<file path="config.mk">
export PLATFORM = sky130hd
export DESIGN_NAME = lifo_regstack
export DESIGN_NICKNAME = d
export VERILOG_FILES = /design/src/rtl/lifo_pkg.sv /design/src/rtl/lifo_ptr_ctrl.sv /design/src/rtl/lifo_store.sv /design/src/rtl/lifo_regstack.sv
export SDC_FILE = /design/constraint.sdc
export NUM_CORES = 1
export LEC_CHECK = 0
export CORE_MARGIN = 2
export CORE_UTILIZATION = 67
export DETAILED_ROUTE_END_ITERATION = 12
export PLACE_DENSITY_LB_ADDON = 0.05
export SYNTH_ARGS = -nofsm -noshare
export SYNTH_HDL_FRONTEND = slang
export SYNTH_SLANG_ARGS = --single-unit
</file>
<file path="constraint.sdc">
create_clock -name clk -period 5.2 [get_ports clk]
set_input_delay 0.78 -clock clk [delete_from_list [all_inputs] [get_ports clk]]
set_output_delay 0.78 -clock clk [all_outputs]
set_load 0.01 [all_outputs]
</file>
<file path="src/rtl/lifo_pkg.sv">
package lifo_pkg;

  typedef enum logic [1:0] {
    CMD_IDLE = 2'd0,
    CMD_PUSH = 2'd1,
    CMD_POP  = 2'd2,
    CMD_BAD  = 2'd3
  } cmd_e;

  // Decide what a strobe pair means in the present flag state.
  function automatic cmd_e classify(input logic push, input logic pop,
                                    input logic full, input logic empty);
    if (push && pop)   return CMD_BAD;
    if (push && full)  return CMD_BAD;
    if (pop && empty)  return CMD_BAD;
    if (push)          return CMD_PUSH;
    if (pop)           return CMD_POP;
    return CMD_IDLE;
  endfunction

endpackage

</file>
<file path="src/rtl/lifo_ptr_ctrl.sv">
module lifo_ptr_ctrl
  import lifo_pkg::*;
#(
  parameter int DEPTH = 64,
  localparam int AW = $clog2(DEPTH)
) (
  input  logic          clk,
  input  logic          rst_n,
  input  logic          push_i,
  input  logic          pop_i,
  output logic [AW-1:0] ptr_o,
  output logic          full_o,
  output logic          empty_o,
  output logic          err_o,
  output logic          wr_en_o,
  output logic [AW-1:0] wr_addr_o,
  output logic          rd_en_o,
  output logic [AW-1:0] rd_addr_o,
  output cmd_e          cmd_o
);

  // Pointer arithmetic relies on the AW-bit width for wraparound.
  function automatic logic [AW-1:0] ptr_inc(input logic [AW-1:0] p);
    return p + AW'(1);
  endfunction

  function automatic logic [AW-1:0] ptr_dec(input logic [AW-1:0] p);
    return p - AW'(1);
  endfunction

  logic [AW-1:0] ptr_q;
  logic          full_q, empty_q, err_q;
  logic [AW-1:0] ptr_up, ptr_dn;
  cmd_e          cmd;

  assign cmd    = classify(push_i, pop_i, full_q, empty_q);
  assign ptr_up = ptr_inc(ptr_q);
  assign ptr_dn = ptr_dec(ptr_q);

  always_ff @(posedge clk or negedge rst_n) begin
    if (!rst_n) begin
      ptr_q   <= '0;
      full_q  <= 1'b0;
      empty_q <= 1'b1;
      err_q   <= 1'b0;
    end else begin
      err_q <= (cmd == CMD_BAD);
      case (cmd)
        CMD_PUSH: begin
          ptr_q   <= ptr_up;
          full_q  <= (ptr_up == '0);
          empty_q <= 1'b0;
        end
        CMD_POP: begin
          ptr_q   <= ptr_dn;
          empty_q <= (ptr_dn == '0);
          full_q  <= 1'b0;
        end
        default: ;
      endcase
    end
  end

  assign ptr_o     = ptr_q;
  assign full_o    = full_q;
  assign empty_o   = empty_q;
  assign err_o     = err_q;
  assign wr_en_o   = (cmd == CMD_PUSH);
  assign wr_addr_o = ptr_up;
  assign rd_en_o   = (cmd == CMD_POP);
  assign rd_addr_o = ptr_q;
  assign cmd_o     = cmd;

endmodule

</file>
<file path="src/rtl/lifo_store.sv">
module lifo_store #(
  parameter int DEPTH = 64,
  parameter int WIDTH = 8,
  localparam int AW = $clog2(DEPTH)
) (
  input  logic             clk,
  input  logic             rst_n,
  input  logic             wr_en_i,
  input  logic [AW-1:0]    wr_addr_i,
  input  logic [WIDTH-1:0] wdata_i,
  input  logic             rd_en_i,
  input  logic [AW-1:0]    rd_addr_i,
  output logic [WIDTH-1:0] rdata_o
);

  logic [WIDTH-1:0] mem [DEPTH];
  logic [WIDTH-1:0] rdata_q;

  always_ff @(posedge clk) begin
    if (wr_en_i) mem[wr_addr_i] <= wdata_i;
  end

  always_ff @(posedge clk or negedge rst_n) begin
    if (!rst_n)       rdata_q <= '0;
    else if (rd_en_i) rdata_q <= mem[rd_addr_i];
  end

  assign rdata_o = rdata_q;

endmodule

</file>
<file path="src/rtl/lifo_regstack.sv">
module lifo_regstack
  import lifo_pkg::*;
#(
  parameter int DEPTH = 64,
  parameter int WIDTH = 8,
  localparam int AW = $clog2(DEPTH)
) (
  input  logic             clk,
  input  logic             rst_n,
  input  logic             push_i,
  input  logic             pop_i,
  input  logic [WIDTH-1:0] wdata_i,
  output logic [WIDTH-1:0] rdata_o,
  output logic [AW-1:0]    ptr_o,
  output logic             full_o,
  output logic             empty_o,
  output logic             err_o
);

  // Named internal events, also observed by the bound checker.
  logic          wr_en, rd_en;
  logic [AW-1:0] wr_addr, rd_addr;
  cmd_e          cmd;
  logic          ev_push_ok, ev_pop_ok, ev_bad;

  lifo_ptr_ctrl #(.DEPTH(DEPTH)) u_ctrl (
    .clk       (clk),
    .rst_n     (rst_n),
    .push_i    (push_i),
    .pop_i     (pop_i),
    .ptr_o     (ptr_o),
    .full_o    (full_o),
    .empty_o   (empty_o),
    .err_o     (err_o),
    .wr_en_o   (wr_en),
    .wr_addr_o (wr_addr),
    .rd_en_o   (rd_en),
    .rd_addr_o (rd_addr),
    .cmd_o     (cmd)
  );

  lifo_store #(.DEPTH(DEPTH), .WIDTH(WIDTH)) u_store (
    .clk       (clk),
    .rst_n     (rst_n),
    .wr_en_i   (wr_en),
    .wr_addr_i (wr_addr),
    .wdata_i   (wdata_i),
    .rd_en_i   (rd_en),
    .rd_addr_i (rd_addr),
    .rdata_o   (rdata_o)
  );

  assign ev_push_ok = (cmd == CMD_PUSH);
  assign ev_pop_ok  = (cmd == CMD_POP);
  assign ev_bad     = (cmd == CMD_BAD);

endmodule

</file>
---- After elaboration in Yosys (flattened, before gate mapping) ----
Memory sizes are Yosys's and may differ from the RTL's. A register that Yosys moved wholly into a read port is not among the register bits.
Cells that the tools add are included.
storage, ports and cells
  memories kept ........................... 1
  bits in latches ......................... 0
  memory bits (writable) .................. 512
  bits in read-only memories .............. 0
  logic and storage cells ................. 47
  bits in registers ....................... 9
  input port bits ......................... 12
  output and inout port bits .............. 17
operators by class
  divide/modulo/power cells ............... 0
  eq/ne operators ......................... 3
  $mul .................................... 0
  mux-type cells .......................... 30
  magnitude comparators ................... 0
  reductions and logical operators ........ 7
  shift-type cells ........................ 0
  add/subtract/negate cells ............... 2
  bitwise operators ....................... 0
memories
  name         depth  bits a word  rd ports  clocked after Yosys merged registers in  wr ports  line              source
  u_store.mem  64     8            1         1                                        1         lifo_store.sv:16  logic [WIDTH-1:0] mem [DEPTH];
operators by type and width
  operator                                           count
  two-way mux 2 bit                                  10
  two-way mux 1 bit                                  17
  zero test 6 bit                                    2
  one-hot mux 6 bit (2 select lines)                 1
  adder 6 x 1 -> 6 bit (second input constant)       1
  subtractor 6 x 1 -> 6 bit (second input constant)  1
  == test 2 bit (second input constant)              2
  one-hot mux 1 bit (2 select lines)                 2
  logical AND 1 bit                                  3
  == test 2 x 1 -> 1 bit (second input constant)     1
  nonzero test 2 bit                                 1
  zero test 1 bit                                    1

---- Depth between registers and ports, before layout ----
  word-level depth ........................ 20
  depth in mapped cells ................... 10
  gate-level depth less buffers ........... 7

---- Modules after synthesis ----
Synthesis repeated with hierarchy kept, for this count alone.
unflattened totals
  cells, all modules ...................... 1018
  area total of the unflattened synthesis .. 20941.3 um^2
modules (own cells, without submodules)
  module         sequential area each (um^2)  instances  area an instance (um^2)  cells each
  lifo_store     15574.9                      1          20226.9                  939
  lifo_ptr_ctrl  226.5                        1          714.4                    79

---- Worst setup path after synthesis ----
Ideal clock, no wire load.
  path type ............................... reg2reg
  start point ............................. register u_ctrl.ptr_q[1] (netlist: u_ctrl.ptr_o[1])
  end point ............................... memory u_store.mem[4][0] (enable)
  setup time .............................. 0.370 ns
  setup slack ............................. 2.393 ns
  clock period less this slack ............ 2.807 ns
  stages on the path, launching flop included .. 11
  buffers on the path ..................... 5
  required time ........................... 4.830 ns
  arrival time ............................ 2.437 ns
  cells stage by stage .................... dfrtp_1 buf_6 buf_6 buf_6 buf_2 inv_1 ha_1 clkbuf_1 nor2_1 nand3_1 nor2_1
between the ends
  cells in the longest elaborated chain, start to end .. 1
RTL lines
  item                      line                 source
  start: declaration        lifo_ptr_ctrl.sv:31  logic [AW-1:0] ptr_q;
  start signal: assignment  lifo_ptr_ctrl.sv:50  ptr_q <= ptr_up;
  start signal: assignment  lifo_ptr_ctrl.sv:55  ptr_q <= ptr_dn;
  adder 6 x 1 -> 6 bit      lifo_ptr_ctrl.sv:24  return p + AW'(1);
  end: declaration          lifo_store.sv:16
No other way between the ends.

---- Worst setup path after layout ----
  start point ............................. register u_ctrl.ptr_q[0] (netlist: u_ctrl.ptr_o[0])
  end point ............................... memory u_store.mem[14][1] (enable)
Same word-level chain as after synthesis.

==> flow_summary_export.csv <==
group,metric,value,unit
run,drv_cap,0,
global_routing,grt_max_degree,81,
clock_tree,clk_pin_slew,0.06,ns
synthesis,synth_area_leaders,"edfxtp_1, mux4_2, mux2i_1",
placed_design,place_hpwl,26400,um
sta,finalCriticalPeriod,3.47,ns
placed_design,place_congestion,0.915,
synthesis,synth_xor_area_frac,0.00460,
synthesis,synthSimpleGateAreaFrac,0.0339,
power_and_ir_drop,p_leak,0.00751,uW
synthesis,netlist_instances,1115,
layout,drive_above_1_share,0.151,
setup_path,cp_data_required_time,5.38,ns
clock_tree,htreeDepth,2,
clock_tree,cts_buffers,50,
sta,setup_viol,0,
min_path,min_path_type,"flop to flop",
drt,route.detailed.drc,0,
synthesis,syn-num-nets,1133,
sta,finClkSkew,0.0126,ns
power_and_ir_drop,power,11600,uW
drt,drtPass1Iterations,5,
setup_path,arrival,3.65,ns
synthesis,avgSynthCellArea,18.8,um^2
synthesis,synth_top_family_by_area,"multiplexers",
synthesis,synth_warnings,0,
synthesis,synth_ff_type,"edfxtp_1",
setup_path,slowest_stage,"nor2_1",
layout,syn_to_final_growth,10.6,%
synthesis,synth-edff-count,512,
floorplanning,initial_core_util,0.683,
drt,avgRoutedWirePerCell,28.2,um
global_routing,track_usage,0.277,
setup_path,critPathMaxFanout,24,
sta,worst_pin_slew,1.27,ns
synthesis,ys_seq_elements,529,
setup_path,crit_chain,"inv_2, ha_1, nand4_1, nor2_1",
clock_tree,post_cts_resized,0,
layout,layout_common_cells,"edfxtp_1, mux2i_1, nor2_1",
synthesis,yosysUniqueCellTypes,43,
synthesis,yosys.area.top_type,"edfxtp_1",
setup_path,criticalPathCategory,"flop to flop",
clock_tree,cts_hold_buf,0,
global_routing,antenna_found_initial,0,
placed_design,portBuffers,28,
clock_tree,cts.path.max_buffers,3,
drt,drtIter0Drc,1295,
clock_tree,cts.sinks,529,
sta,rsz0062_at_grt,"no",
synthesis,synth-seq-area-share,0.755,
synthesis,syn-cell-area,20900,um^2
clock_tree,root_buffer,"clkbuf_16",
sta,drv_slew,0,
sta,clock.fmax,0.288,GHz
synthesis,synth_fa_ha_area_frac,0.00359,
clock_tree,clkLatencyLatePin,0.56,ns
layout,layout_commonest_cell,"edfxtp_1",
run_status,status,"completed",
sta,relSlewSlack,0.156,
synthesis,synth_compound_area_frac,0.0507,
drt,postRouteAntennaNets,0,
power_and_ir_drop,power_density,503,nW/um^2
floorplanning,rows,64,
drt,route.vias.total,10600,
sta,post-route-period-util,0.668,
power_and_ir_drop,ir_drop,0.000344,V
layout,final_net_count,1166,
sta,setup-tns-final,0,ns
floorplanning,die_x,181,um
synthesis,yosysTopAreaCellShare,0.734,
floorplanning,ios,29,
floorplanning,core,30700,um^2
global_routing,grt_pass1_vias,10600,
global_routing,grt-ovfl-total,0,
global_routing,grt_pass1_wl,66700,um
setup_path,critPathMaxStageDelay,0.85,ns
layout,insertedDiodeCount,0,
sta,final_hold_viol_count,0,
synthesis,async_flop_share,0.0321,
drt,via_per_inst,6.72,
synthesis,synthMuxAreaShare,0.135,
floorplanning,fp.dieH,181,um
clock_tree,postCtsSetupRepairBufs,0,
clock_tree,cts_tree,"done",
setup_path,start_kind,"flop",
drt,totalWireLength,44700,um
setup_path,cp-end-kind,"flop",
floorplanning,die-area,32700,um^2
final cells by class:
type / instances / area [um^2]
clock inverters: 24 / 233
clock buffers: 69 / 1440
repair buffers: 47 / 395
inverters: 5 / 18.8
well taps: 396 / 495
multi-input cells: 515 / 4770
fillers: 1697 / 7510
flip-flops and latches: 529 / 15800
cell usage after synthesis (2+ instances only):
cell type and n:
edfxtp_1 512, mux2i_1 129, nor2_1 80, a22oi_1 64, mux4_2 64, nand3_1 42
clkbuf_1 29, a22o_1 16, dfrtp_1 16, buf_2 14, nand2_1 14, a21oi_1 12
a211o_1 8, a41oi_1 8, buf_1 8, buf_4 8, mux2_2 8, nor2b_1 8
o22ai_1 8, buf_6 7, xnor2_1 7, ha_1 6, a221oi_2 5, and2_1 4
inv_1 4, nor3_1 4, xor2_1 4, a221oi_1 3, o22a_1 3, or3_1 3
a31oi_1 2, nand4_1 2, o21ai_0 2, o21ai_1 2
layer usage:
layer / GRT usage / routed length, um / vias to the layer above
li1: - / - / 4599
met1: 0.414 / 18100 / 5463
met2: 0.427 / 21500 / 491
met3: 0.0492 / 3690 / 93
met4: 0.0910 / 1380 / 0
met5: 0 / 0 / -
worst paths after layout:
kind                            startpoint                 end  slack (ns)  cells past startpoint
max in group asynchronous            rst_n     u_ctrl.ptr_o[1]        3.80                      1
min in group asynchronous            rst_n       u_ctrl.full_o        0.73                      1
setup reg to reg           u_ctrl.ptr_o[0]  u_store.mem[14][1]        1.73                      4
setup / recovery           u_ctrl.ptr_o[0]  u_store.mem[14][1]        1.73                      4
hold reg to reg             u_ctrl.empty_o      u_ctrl.empty_o        0.52                      2
hold / removal              u_ctrl.empty_o      u_ctrl.empty_o        0.52                      2
critical path, delay by kind of cell, from the launching register on:
kind          cells  cell delay, ns
buf+inv           1            0.27
flops             1            0.83
simple gates      2            1.49
fa+ha+maj         1            0.50
state kept, by name, indices dropped and copies added (netlist names):
| signal | cells |
|---|---|
| u_store.mem | 512 |
| u_ctrl.err_o | 1 |
| u_ctrl.empty_o | 1 |
| u_ctrl.ptr_o | 6 |
| u_store.rdata_o | 8 |
| u_ctrl.full_o | 1 |
metrics by stage:
step | cells | area, um^2 | hold WS, ns | worst slack, ns | utilization
2_1_floorplan | 1115 | 20900 | 0.484 | 2.39 | -
3_3_place_gp | 1492 | 21500 | 0.507 | 1.63 | 0.701
3_5_place_dp | 1492 | 21500 | 0.506 | 1.47 | 0.701
4_1_cts | 1585 | 23200 | 0.522 | 1.73 | 0.755
5_1_grt | 1585 | 23200 | 0.547 | 1.53 | 0.755
6_report | 1585 | 23200 | 0.524 | 1.73 | 0.755
cell families after synthesis:
logic type               Yosys count
AO/OA/AOI/OAI                    137
XOR/XNOR                          11
adder cells (fa/ha/maj)            6
buffers and inverters             71
flip-flops                       529
multiplexers                     201
AND/OR/NAND/NOR                  160
where the power goes:
group / internal, uW / switching [uW] / total (uW)
clock: 2170 / 1480 / 3650
sequential: 4820 / 259 / 5080
combinational: 1240 / 1670 / 2910
Power figures use the tool's default switching activity.
